## config.mk

```make
export PLATFORM = sky130hd
export DESIGN_NAME = mosaic_stitcher
export DESIGN_NICKNAME = d
export VERILOG_FILES = /design/src/rtl/mosaic_pkg.sv /design/src/rtl/mosaic_seq_ctrl.sv /design/src/rtl/mosaic_pos_cnt.sv /design/src/rtl/mosaic_addr_gen.sv /design/src/rtl/mosaic_stitcher.sv
export SDC_FILE = /design/constraint.sdc
export NUM_CORES = 1
export LEC_CHECK = 0
export CORE_MARGIN = 2
export CORE_UTILIZATION = 55
export DETAILED_ROUTE_END_ITERATION = 8
export HOLD_SLACK_MARGIN = 0.02
export MAX_ROUTING_LAYER = met4
export PLACE_DENSITY = 0.83
export RECOVER_POWER = 100
export SETUP_SLACK_MARGIN = 0.4
export SYNTH_ARGS = -nofsm -noshare
export SYNTH_HDL_FRONTEND = slang
export SYNTH_HIERARCHICAL = 1
export SYNTH_SLANG_ARGS = --single-unit
```

## constraint.sdc

```tcl
create_clock -name clk_i -period 3.56 [get_ports clk_i]
set_input_delay 0.356 -clock clk_i [delete_from_list [all_inputs] [get_ports clk_i]]
set_output_delay 0.356 -clock clk_i [all_outputs]
set_load 0.05 [all_outputs]
```

## src/rtl/mosaic_pkg.sv

```systemverilog
package mosaic_pkg;
  typedef enum logic {ST_RUN, ST_FIN} stitch_state_e;
  localparam int unsigned NUM_IMG = 4;
endpackage

```

## src/rtl/mosaic_seq_ctrl.sv

```systemverilog
module mosaic_seq_ctrl
  import mosaic_pkg::*;
(
  input  logic       clk_i,
  input  logic       rst_ni,
  input  logic       pix_valid_i,
  input  logic [1:0] pix_img_i,
  input  logic       pix_eof_i,
  input  logic       pos_ok_i,
  output logic       accept_o,
  output logic       done_o,
  output logic       err_o
);
  stitch_state_e state_q;
  logic [1:0]    exp_img_q;
  logic          done_q, err_q;

  assign accept_o = pix_valid_i && (state_q == ST_RUN) && (pix_img_i == exp_img_q) && pos_ok_i;

  always_ff @(posedge clk_i or negedge rst_ni) begin
    if (!rst_ni) begin
      state_q   <= ST_RUN;
      exp_img_q <= '0;
      done_q    <= 1'b0;
      err_q     <= 1'b0;
    end else begin
      done_q <= (state_q == ST_FIN);
      if (pix_valid_i && !accept_o) err_q <= 1'b1;
      if (state_q == ST_FIN) begin
        state_q   <= ST_RUN;
        exp_img_q <= '0;
      end else if (accept_o && pix_eof_i) begin
        if (exp_img_q == 2'(NUM_IMG - 1)) state_q <= ST_FIN;
        else exp_img_q <= exp_img_q + 2'd1;
      end
    end
  end

  assign done_o = done_q;
  assign err_o  = err_q;

  a_r7_err_sticky: assert property (@(posedge clk_i) disable iff (!rst_ni) err_q |=> err_q);
endmodule

```

## src/rtl/mosaic_pos_cnt.sv

```systemverilog
module mosaic_pos_cnt #(
  parameter int unsigned IMG_H = 160,
  parameter int unsigned IMG_W = 320,
  localparam int unsigned ROW_W = $clog2(IMG_H + 1),
  localparam int unsigned COL_W = $clog2(IMG_W)
) (
  input  logic             clk_i,
  input  logic             rst_ni,
  input  logic             sof_i,
  input  logic             eof_i,
  input  logic             accept_i,
  output logic             pos_ok_o,
  output logic [ROW_W-1:0] row_o,
  output logic [COL_W-1:0] col_o
);
  logic [ROW_W-1:0] row_q;
  logic [COL_W-1:0] col_q;

  // start marker overrides stored position
  assign row_o    = sof_i ? '0 : row_q;
  assign col_o    = sof_i ? '0 : col_q;
  assign pos_ok_o = sof_i || (row_q < ROW_W'(IMG_H));

  always_ff @(posedge clk_i or negedge rst_ni) begin
    if (!rst_ni) begin
      row_q <= '0;
      col_q <= '0;
    end else if (accept_i) begin
      if (eof_i) begin
        row_q <= '0;
        col_q <= '0;
      end else if (col_o == COL_W'(IMG_W - 1)) begin
        row_q <= row_o + ROW_W'(1);
        col_q <= '0;
      end else begin
        row_q <= row_o;
        col_q <= col_o + COL_W'(1);
      end
    end
  end

  a_r9_row_bound: assert property (@(posedge clk_i) disable iff (!rst_ni) row_q <= ROW_W'(IMG_H));
endmodule

```

## src/rtl/mosaic_addr_gen.sv

```systemverilog
module mosaic_addr_gen #(
  parameter int unsigned IMG_H = 160,
  parameter int unsigned IMG_W = 320,
  localparam int unsigned ROW_W  = $clog2(IMG_H + 1),
  localparam int unsigned COL_W  = $clog2(IMG_W),
  localparam int unsigned ADDR_W = $clog2(4 * IMG_H * IMG_W)
) (
  input  logic [1:0]        img_i,
  input  logic [ROW_W-1:0]  row_i,
  input  logic [COL_W-1:0]  col_i,
  output logic [ADDR_W-1:0] addr_o
);
  logic [ADDR_W-1:0] base [4];

  for (genvar k = 0; k < 4; k++) begin : g_quad
    localparam int unsigned QROW = (k / 2) * IMG_H;
    localparam int unsigned QCOL = (k % 2) * IMG_W;
    assign base[k] = ADDR_W'(QROW * 2 * IMG_W + QCOL);
  end

  assign addr_o = base[img_i] + ADDR_W'(row_i) * ADDR_W'(2 * IMG_W) + ADDR_W'(col_i);
endmodule

```

## src/rtl/mosaic_stitcher.sv

```systemverilog
module mosaic_stitcher #(
  parameter int unsigned PIX_W = 9,
  parameter int unsigned IMG_H = 160,
  parameter int unsigned IMG_W = 320,
  localparam int unsigned ROW_W  = $clog2(IMG_H + 1),
  localparam int unsigned COL_W  = $clog2(IMG_W),
  localparam int unsigned ADDR_W = $clog2(4 * IMG_H * IMG_W)
) (
  input  logic              clk_i,
  input  logic              rst_ni,
  input  logic              pix_valid_i,
  input  logic [1:0]        pix_img_i,
  input  logic [PIX_W-1:0]  pix_data_i,
  input  logic              pix_sof_i,
  input  logic              pix_eof_i,
  output logic              wr_en_o,
  output logic [ADDR_W-1:0] wr_addr_o,
  output logic [PIX_W-1:0]  wr_data_o,
  output logic              done_o,
  output logic              err_o
);
  logic             accept, pos_ok;
  logic [ROW_W-1:0] row;
  logic [COL_W-1:0] col;
  logic [ADDR_W-1:0] addr;

  mosaic_seq_ctrl u_seq (
    .clk_i, .rst_ni, .pix_valid_i, .pix_img_i, .pix_eof_i,
    .pos_ok_i(pos_ok), .accept_o(accept), .done_o, .err_o
  );

  mosaic_pos_cnt #(.IMG_H(IMG_H), .IMG_W(IMG_W)) u_pos (
    .clk_i, .rst_ni, .sof_i(pix_sof_i), .eof_i(pix_eof_i),
    .accept_i(accept), .pos_ok_o(pos_ok), .row_o(row), .col_o(col)
  );

  mosaic_addr_gen #(.IMG_H(IMG_H), .IMG_W(IMG_W)) u_addr (
    .img_i(pix_img_i), .row_i(row), .col_i(col), .addr_o(addr)
  );

  always_ff @(posedge clk_i or negedge rst_ni) begin
    if (!rst_ni) begin
      wr_en_o   <= 1'b0;
      wr_addr_o <= '0;
      wr_data_o <= '0;
    end else begin
      wr_en_o <= accept;
      if (accept) begin
        wr_addr_o <= addr;
        wr_data_o <= pix_data_i;
      end
    end
  end

  a_r2_addr_range: assert property (@(posedge clk_i) disable iff (!rst_ni)
    wr_en_o |-> ({1'b0, wr_addr_o} < (ADDR_W+1)'(4 * IMG_H * IMG_W)));
  a_r5_done_pulse: assert property (@(posedge clk_i) disable iff (!rst_ni) done_o |=> !done_o);
  a_r6_no_write_with_done: assert property (@(posedge clk_i) disable iff (!rst_ni) done_o |-> !wr_en_o);
endmodule

```

# ---- Yosys cells after proc, flatten, opt, wreduce, memory -nomap -nowiden
# Cells that the tools add are included.
dict set report word_totals {
  regBits 50
  output_inout_bits 30
  word_cells 47
}
dict set report classes {
  n_addsub 5
  mul 1
  order_cmp 2
  eq_ne 4
  muxes 15
  bitwise_logic 2
  reduce_logical 9
}
# cell n
set ops {}
lappend ops {{18-bit binary-select mux with 2-bit select} 1}
lappend ops {{18-bit two-way mux} 2}
lappend ops {{9-bit two-way mux} 3}
lappend ops {{8-bit two-way mux} 3}
lappend ops {{18-bit adder} 1}
lappend ops {{18-bit by 9-bit adder with 18-bit output} 1}
lappend ops {{8-bit by 3-bit multiplier with 11-bit output, second input constant} 1}
lappend ops {{9-bit by 1-bit adder with 9-bit output, second input constant} 1}
lappend ops {{9-bit equality test, second input constant} 1}
lappend ops {{8-bit by 1-bit adder with 8-bit output, second input constant} 1}
lappend ops {{8-bit less-than comparator, second input constant} 1}
lappend ops {{2-bit two-way mux} 3}
lappend ops {{1-bit logical AND} 5}
lappend ops {{3-bit greater-or-equal comparator, second input constant} 1}
lappend ops {{1-bit two-way mux} 3}
lappend ops {{2-bit NOT with 3-bit output} 1}
lappend ops {{2-bit by 1-bit adder with 2-bit output, second input constant} 1}
lappend ops {{2-bit equality test} 1}
lappend ops {{2-bit equality test, second input constant} 1}
lappend ops {{2-bit by 1-bit != test with 1-bit output, second input constant} 1}
lappend ops {{2-bit AND reduction} 1}
lappend ops {{2-bit nonzero test} 1}
lappend ops {{1-bit zero test} 1}
lappend ops {{1-bit logical OR} 1}
lappend ops {{1-bit NOT} 1}

# ---- Logic depth before layout (Yosys ltp)
dict set report logic_depth {
  word_depth 7
  ltp_mapped 16
  depth_no_buf 15
}

# ---- Hierarchy
# The synthesis kept the hierarchy.
# module n_inst cells_per_inst area_per_inst_um2 seq_area_each_um2
set by_module_without_submodules {}
lappend by_module_without_submodules {mosaic_stitcher 1 58 1131.1 700.7}
lappend by_module_without_submodules {mosaic_pos_cnt 1 131 1111.1 425.4}
lappend by_module_without_submodules {mosaic_addr_gen 1 75 704.4 0.0}
lappend by_module_without_submodules {mosaic_seq_ctrl 1 26 284.0 125.1}

# ---- Worst setup path before layout
# Ideal clock, no wire load.
dict set report synth_path {
  kind {input-to-reg}
  startpoint {input pix_sof_i}
  endpoint {register wr_addr_o[17]}
  setup_time_ps 125
  arrival_ps 3584
  t_required_ps 3435
  setup_slack_ps -149
  stages 16
  path_buffers 2
  cell_sequence {clkbuf_1 > clkbuf_1 > nor2_1 > ha_1 > ha_1 > fa_1 > nand3_1 > nand2_1 > a21o_1 > a21oi_1 > xnor2_1 > ha_1 > ha_1 > a41oi_1 > xnor2_1 > mux2_2}
}
dict set report synth_between {
  elab_chain_cells 4
}
# element line
set synth_rtl {}
lappend synth_rtl {{start: declaration} mosaic_stitcher.sv:14} ;# input logic pix_sof_i,
lappend synth_rtl {{8-bit two-way mux} mosaic_pos_cnt.sv:20} ;# assign row_o = sof_i ? '0 : row_q;
lappend synth_rtl {{named net row[3]} mosaic_stitcher.sv:23} ;# logic [ROW_W-1:0] row;
lappend synth_rtl {{8-bit by 3-bit multiplier with 11-bit output} mosaic_addr_gen.sv:21} ;# assign addr_o = base[img_i] + ADDR_W'(row_i) * ADDR_W'(2 * IMG_W) + ADDR_W'(col_i);
lappend synth_rtl {{18-bit adder} mosaic_addr_gen.sv:21}
lappend synth_rtl {{18-bit by 9-bit adder with 18-bit output} mosaic_addr_gen.sv:21}
lappend synth_rtl {{named net addr[17]} mosaic_stitcher.sv:25} ;# logic [ADDR_W-1:0] addr;
lappend synth_rtl {{end signal: assignment} mosaic_stitcher.sv:49} ;# wr_addr_o <= addr;
lappend synth_rtl {{end: declaration} mosaic_stitcher.sv:17} ;# output logic [ADDR_W-1:0] wr_addr_o,
# The timed path passes the listed nets, and every way through them passes these cells.
# A chain may end at the register's enable or synchronous reset.

# ---- Final worst setup path
dict set report layout_path {
  startpoint {register u_pos.row_q[4]}
  endpoint {register wr_addr_o[17]}
}
dict set report layout_between {
  elab_chain_cells 4
}
# element line
set layout_rtl {}
lappend layout_rtl {{start: declaration} mosaic_pos_cnt.sv:16} ;# logic [ROW_W-1:0] row_q;
lappend layout_rtl {{start signal: assignment} mosaic_pos_cnt.sv:33} ;# row_q <= row_o + ROW_W'(1);
lappend layout_rtl {{start signal: assignment} mosaic_pos_cnt.sv:36} ;# row_q <= row_o;
lappend layout_rtl {{8-bit two-way mux} mosaic_pos_cnt.sv:20}
lappend layout_rtl {{named net row[4]} mosaic_stitcher.sv:23}
lappend layout_rtl {{8-bit by 3-bit multiplier with 11-bit output} mosaic_addr_gen.sv:21}
lappend layout_rtl {{18-bit adder} mosaic_addr_gen.sv:21}
lappend layout_rtl {{18-bit by 9-bit adder with 18-bit output} mosaic_addr_gen.sv:21}
lappend layout_rtl {{named net addr[17]} mosaic_stitcher.sv:25}
# The timed path passes the listed nets, and every way through them passes these cells.

==> results.toml <==
[worst_setup_path]
required_time_at_the_worst_slack_endpoint_ns = 3.76
crit_buf_inv = 1
setup_crit_path_kind = "reg2reg"
r2r_setup_slack_ns = 0.45
critical_path.most_common_cell = "ha_1"
crit_arrival_ns = 3.31
cp_max_fo = 4
critical_path.slowest_cell = "dfrtp_1"
worst_setup_path_start_kind = "flip-flop"
timing.critical_path.to_type = "flip-flop"
critical_path.top_delay_family = "adder cells"
cp_cell_sequence = "inv_1 -> nor2_4 -> ha_1 -> ha_1 -> a21oi_1 -> nand2_1 -> a21o_1 -> a21oi_2 -> xnor2_1 -> ha_1 -> ha_4 -> a41oi_1 -> xnor2_1 -> mux2_2"
worst_path_largest_cell_delay_ns = 0.42

[clock_tree]
cts.htree.levels = 2
clkTransAtPathRegs_ns = 0.09
root_buffer_cell = "clkbuf_8"
clkSinkCount = 50
tritoncts = "built"
cts_max_path_buffers = 2
cts_inserted_buffers = 5
worst_skew_pair.late_latency_ns = 0.30

[floorplanning]
dieArea_um2 = 6500
floorplan.rows = 27
design.core.area_um2 = 5570
die_w_um = 80.6
die_h_um = 80.6
pin_count = 46
initial_core_util_pct = 58.0

[power]
powerDensity_nw_per_um2 = 629
ir_worst_vdd_mv = 0.480
power.static_leakage_nw = 1.90

[sta]
finalCritPeriodShare_pct = 87.4
rsz0062_at_grt = "no"
fin_ws_ns = 0.448
worst_clock_skew_ns = 0.00956
drv_slew = 51
totalNegativeSetupSlack_ns = 0
timing.slew.headroom_pct = -79.6
finalHoldWorstSlack_ns = 0.471
tightestPinTransition_ns = 2.69
clock.fmax_ghz = 0.321
report.final.setup_viol = 0
finalWorstPathRequiredPeriod_ns = 3.11
final_hold_viol_count = 0

[grt]
global_route.usage.total_pct = 23.1
grt_pass1_wl_mm = 11.4
antenna_found_initial = 0
grt_max_degree = 51
via_count_of_the_first_global_routing_pass = 2460
grt-ovfl-total = 0

[drt]
route.vias.total = 2494
drt_pass1_iterations = 4
wl_per_cell_um = 16.7
detailed_router_s_first_iteration_violation_count = 213
antenna_left = 0
vias_per_instance = 5.84
drt-total-wl_mm = 7.15
drc = 0

[logic_synthesis]
synthMostInstantiatedCell = "dfrtp_1"
dominantRegCellSynth = "dfrtp_1"
synth_warnings = 6
synthTopCellsByArea = "dfrtp_1 (39%), ha_1 (9.3%), mux2_4 (9.3%)"
post_synth.cell_area_avg_um2 = 11.1
synth.top_cells.by_count = "dfrtp_1 (50), ha_1 (24), mux2_4 (20)"
share_of_synthesized_area_occupied_by_flip_flops_and_latches_pct = 38.7
synth_nets = 333
synth_area_leader_cell = "dfrtp_1"
synth_edf_count = 0
ys_async_sr_fraction_pct = 100
netlist_area_um2 = 3230
ys_types = 56
synthesized_flop_and_latch_total = 50
synth_largest_type_area_fraction_pct = 38.7
syn-instance-count = 290

[layout]
final_nets = 397
multi_input_area_um2 = 1860
area_growth_syn_to_layout_pct = 24.2
n_fill_cell = 428
final_core_utilization_pct = 72.0
drive_above_1_share_pct = 19.4
ff_latch_area_um2 = 1250
fin_area_um2 = 4010
antenna_fix_cells = 0

[status]
failed_checks = "max-capacitance violations, max-slew violations"
outcome = "finished with violations"

[min_path]
hold_path.class = "reg2reg"

[placed_design]
placement.io_buffers = 45
dpl_ws_ns = -0.187
gp_routability_congestion = 0.841
hpwl_mm = 5.10
postPlaceCellArea_um2 = 3850

[run]
cap_viol_max_count = 1
## worst register-to-register path: stages, from the launching register on
cell and delay, ns:
dfrtp_1 0.42, inv_1 0.19, nor2_4 0.07, ha_1 0.29, ha_1 0.33, a21oi_1 0.15
nand2_1 0.09, a21o_1 0.17, a21oi_2 0.13, xnor2_1 0.13, ha_1 0.27, ha_4 0.28
a41oi_1 0.11, xnor2_1 0.15, mux2_2 0.26
## cell type report
type / instances / share of cell area, %
clock buffers: 6 / 2.06
flip-flops and latches: 50 / 31.2
repair buffers: 72 / 15.7
inverters: 10 / 0.936
multi-input cells: 215 / 46.3
well taps: 72 / 2.25
clock inverters: 2 / 1.50
## report_power, final
group	total, W	switching (W)	internal [W]
logic	0.00117	0.000763	0.000411
registers	0.000857	0.000114	0.000743
clock network	0.000491	0.000191	0.000300
## repair_timing
item,in CTS,in global routing
hold buffers,0,0
endpoints found under the hold margin,0,0
setup buffers,0,8
resized for setup,3,17
setup endpoints to repair,4,4
pin swaps,1,7
## stage by stage
| step | cells | total power (W) |
|---|---|---|
| global route | 427 | 0.00266 |
| floorplan | 290 | 0.00180 |
| CTS | 419 | 0.00267 |
| global placement | 411 | 0.00213 |
| finish | 427 | 0.00252 |
| detailed placement | 411 | 0.00217 |
## worst paths after layout
check,startpoint,to,cells after the start
worst max register to register,u_pos/row_q[4]$_DFFE_PN0P_,wr_addr_o[17]$_DFFE_PN0P_,14
min in group asynchronous,rst_ni,wr_addr_o[0]$_DFFE_PN0P_,1
worst min register to register,u_seq/err_o$_DFFE_PN0P_,u_seq/err_o$_DFFE_PN0P_,1
max in group asynchronous,rst_ni,u_pos/row_q[5]$_DFFE_PN0P_,1
worst max-delay path,u_pos/row_q[4]$_DFFE_PN0P_,wr_addr_o[17]$_DFFE_PN0P_,14
worst min-delay path,u_seq/err_o$_DFFE_PN0P_,u_seq/err_o$_DFFE_PN0P_,1
## flip-flops by register name, indices dropped and copies added (netlist names)
register / flops
wr_data_o: 9
u_seq/exp_img_q: 2
u_seq/done_o: 1
u_pos/row_q: 8
u_seq/state_q: 1
u_pos/col_q: 9
wr_en_o: 1
wr_addr_o: 18
u_seq/err_o: 1
## cells in the final DEF (no fill, tap or decap), types with 4 or more instances in the layout
cell type	n
o31ai_1	4
ha_4	5
nand2b_1	6
a31oi_1	4
ha_1	18
nor2b_1	9
xnor2_1	9
mux2_1	17
a21oi_1	9
o211ai_1	4
mux2_2	8
o22ai_1	5
o21ai_0	7
clkdlybuf4s50_1	13
clkbuf_1	4
buf_4	24
nand2_1	16
inv_1	8
dfrtp_1	49
nor2_1	17
xor2_1	8
nand3_1	6
clkbuf_8	6
nand4_1	4
o41ai_1	5
dlygate4sd3_1	30
## kinds of logic after synthesis
| group | count (synthesis) | synth area share, % |
|---|---|---|
| buffers and inverters | 25 | 5.00 |
| adder cells (fa/ha/maj) | 27 | 11.2 |
| multiplexers | 30 | 12.7 |
| AO/OA/AOI/OAI | 54 | 12.0 |
| flip-flops | 50 | 38.7 |
| XOR/XNOR | 17 | 4.61 |
| AND/OR/NAND/NOR | 87 | 15.8 |
## routing by layer
| layer | vias to the layer above | GRT usage [%] | routed length [um] | share of wire, % |
|---|---|---|---|---|
| met5 | - | - | 0 | 0 |
| met4 | 0 | 6.10 | 98 | 1.4 |
| met3 | 11 | 3.03 | 273 | 3.8 |
| met2 | 64 | 40.7 | 3650 | 51 |
| met1 | 1242 | 28.0 | 3120 | 44 |
| li1 | 1177 | - | - | - |
Note: power is estimated with default switching activity, not from simulation.
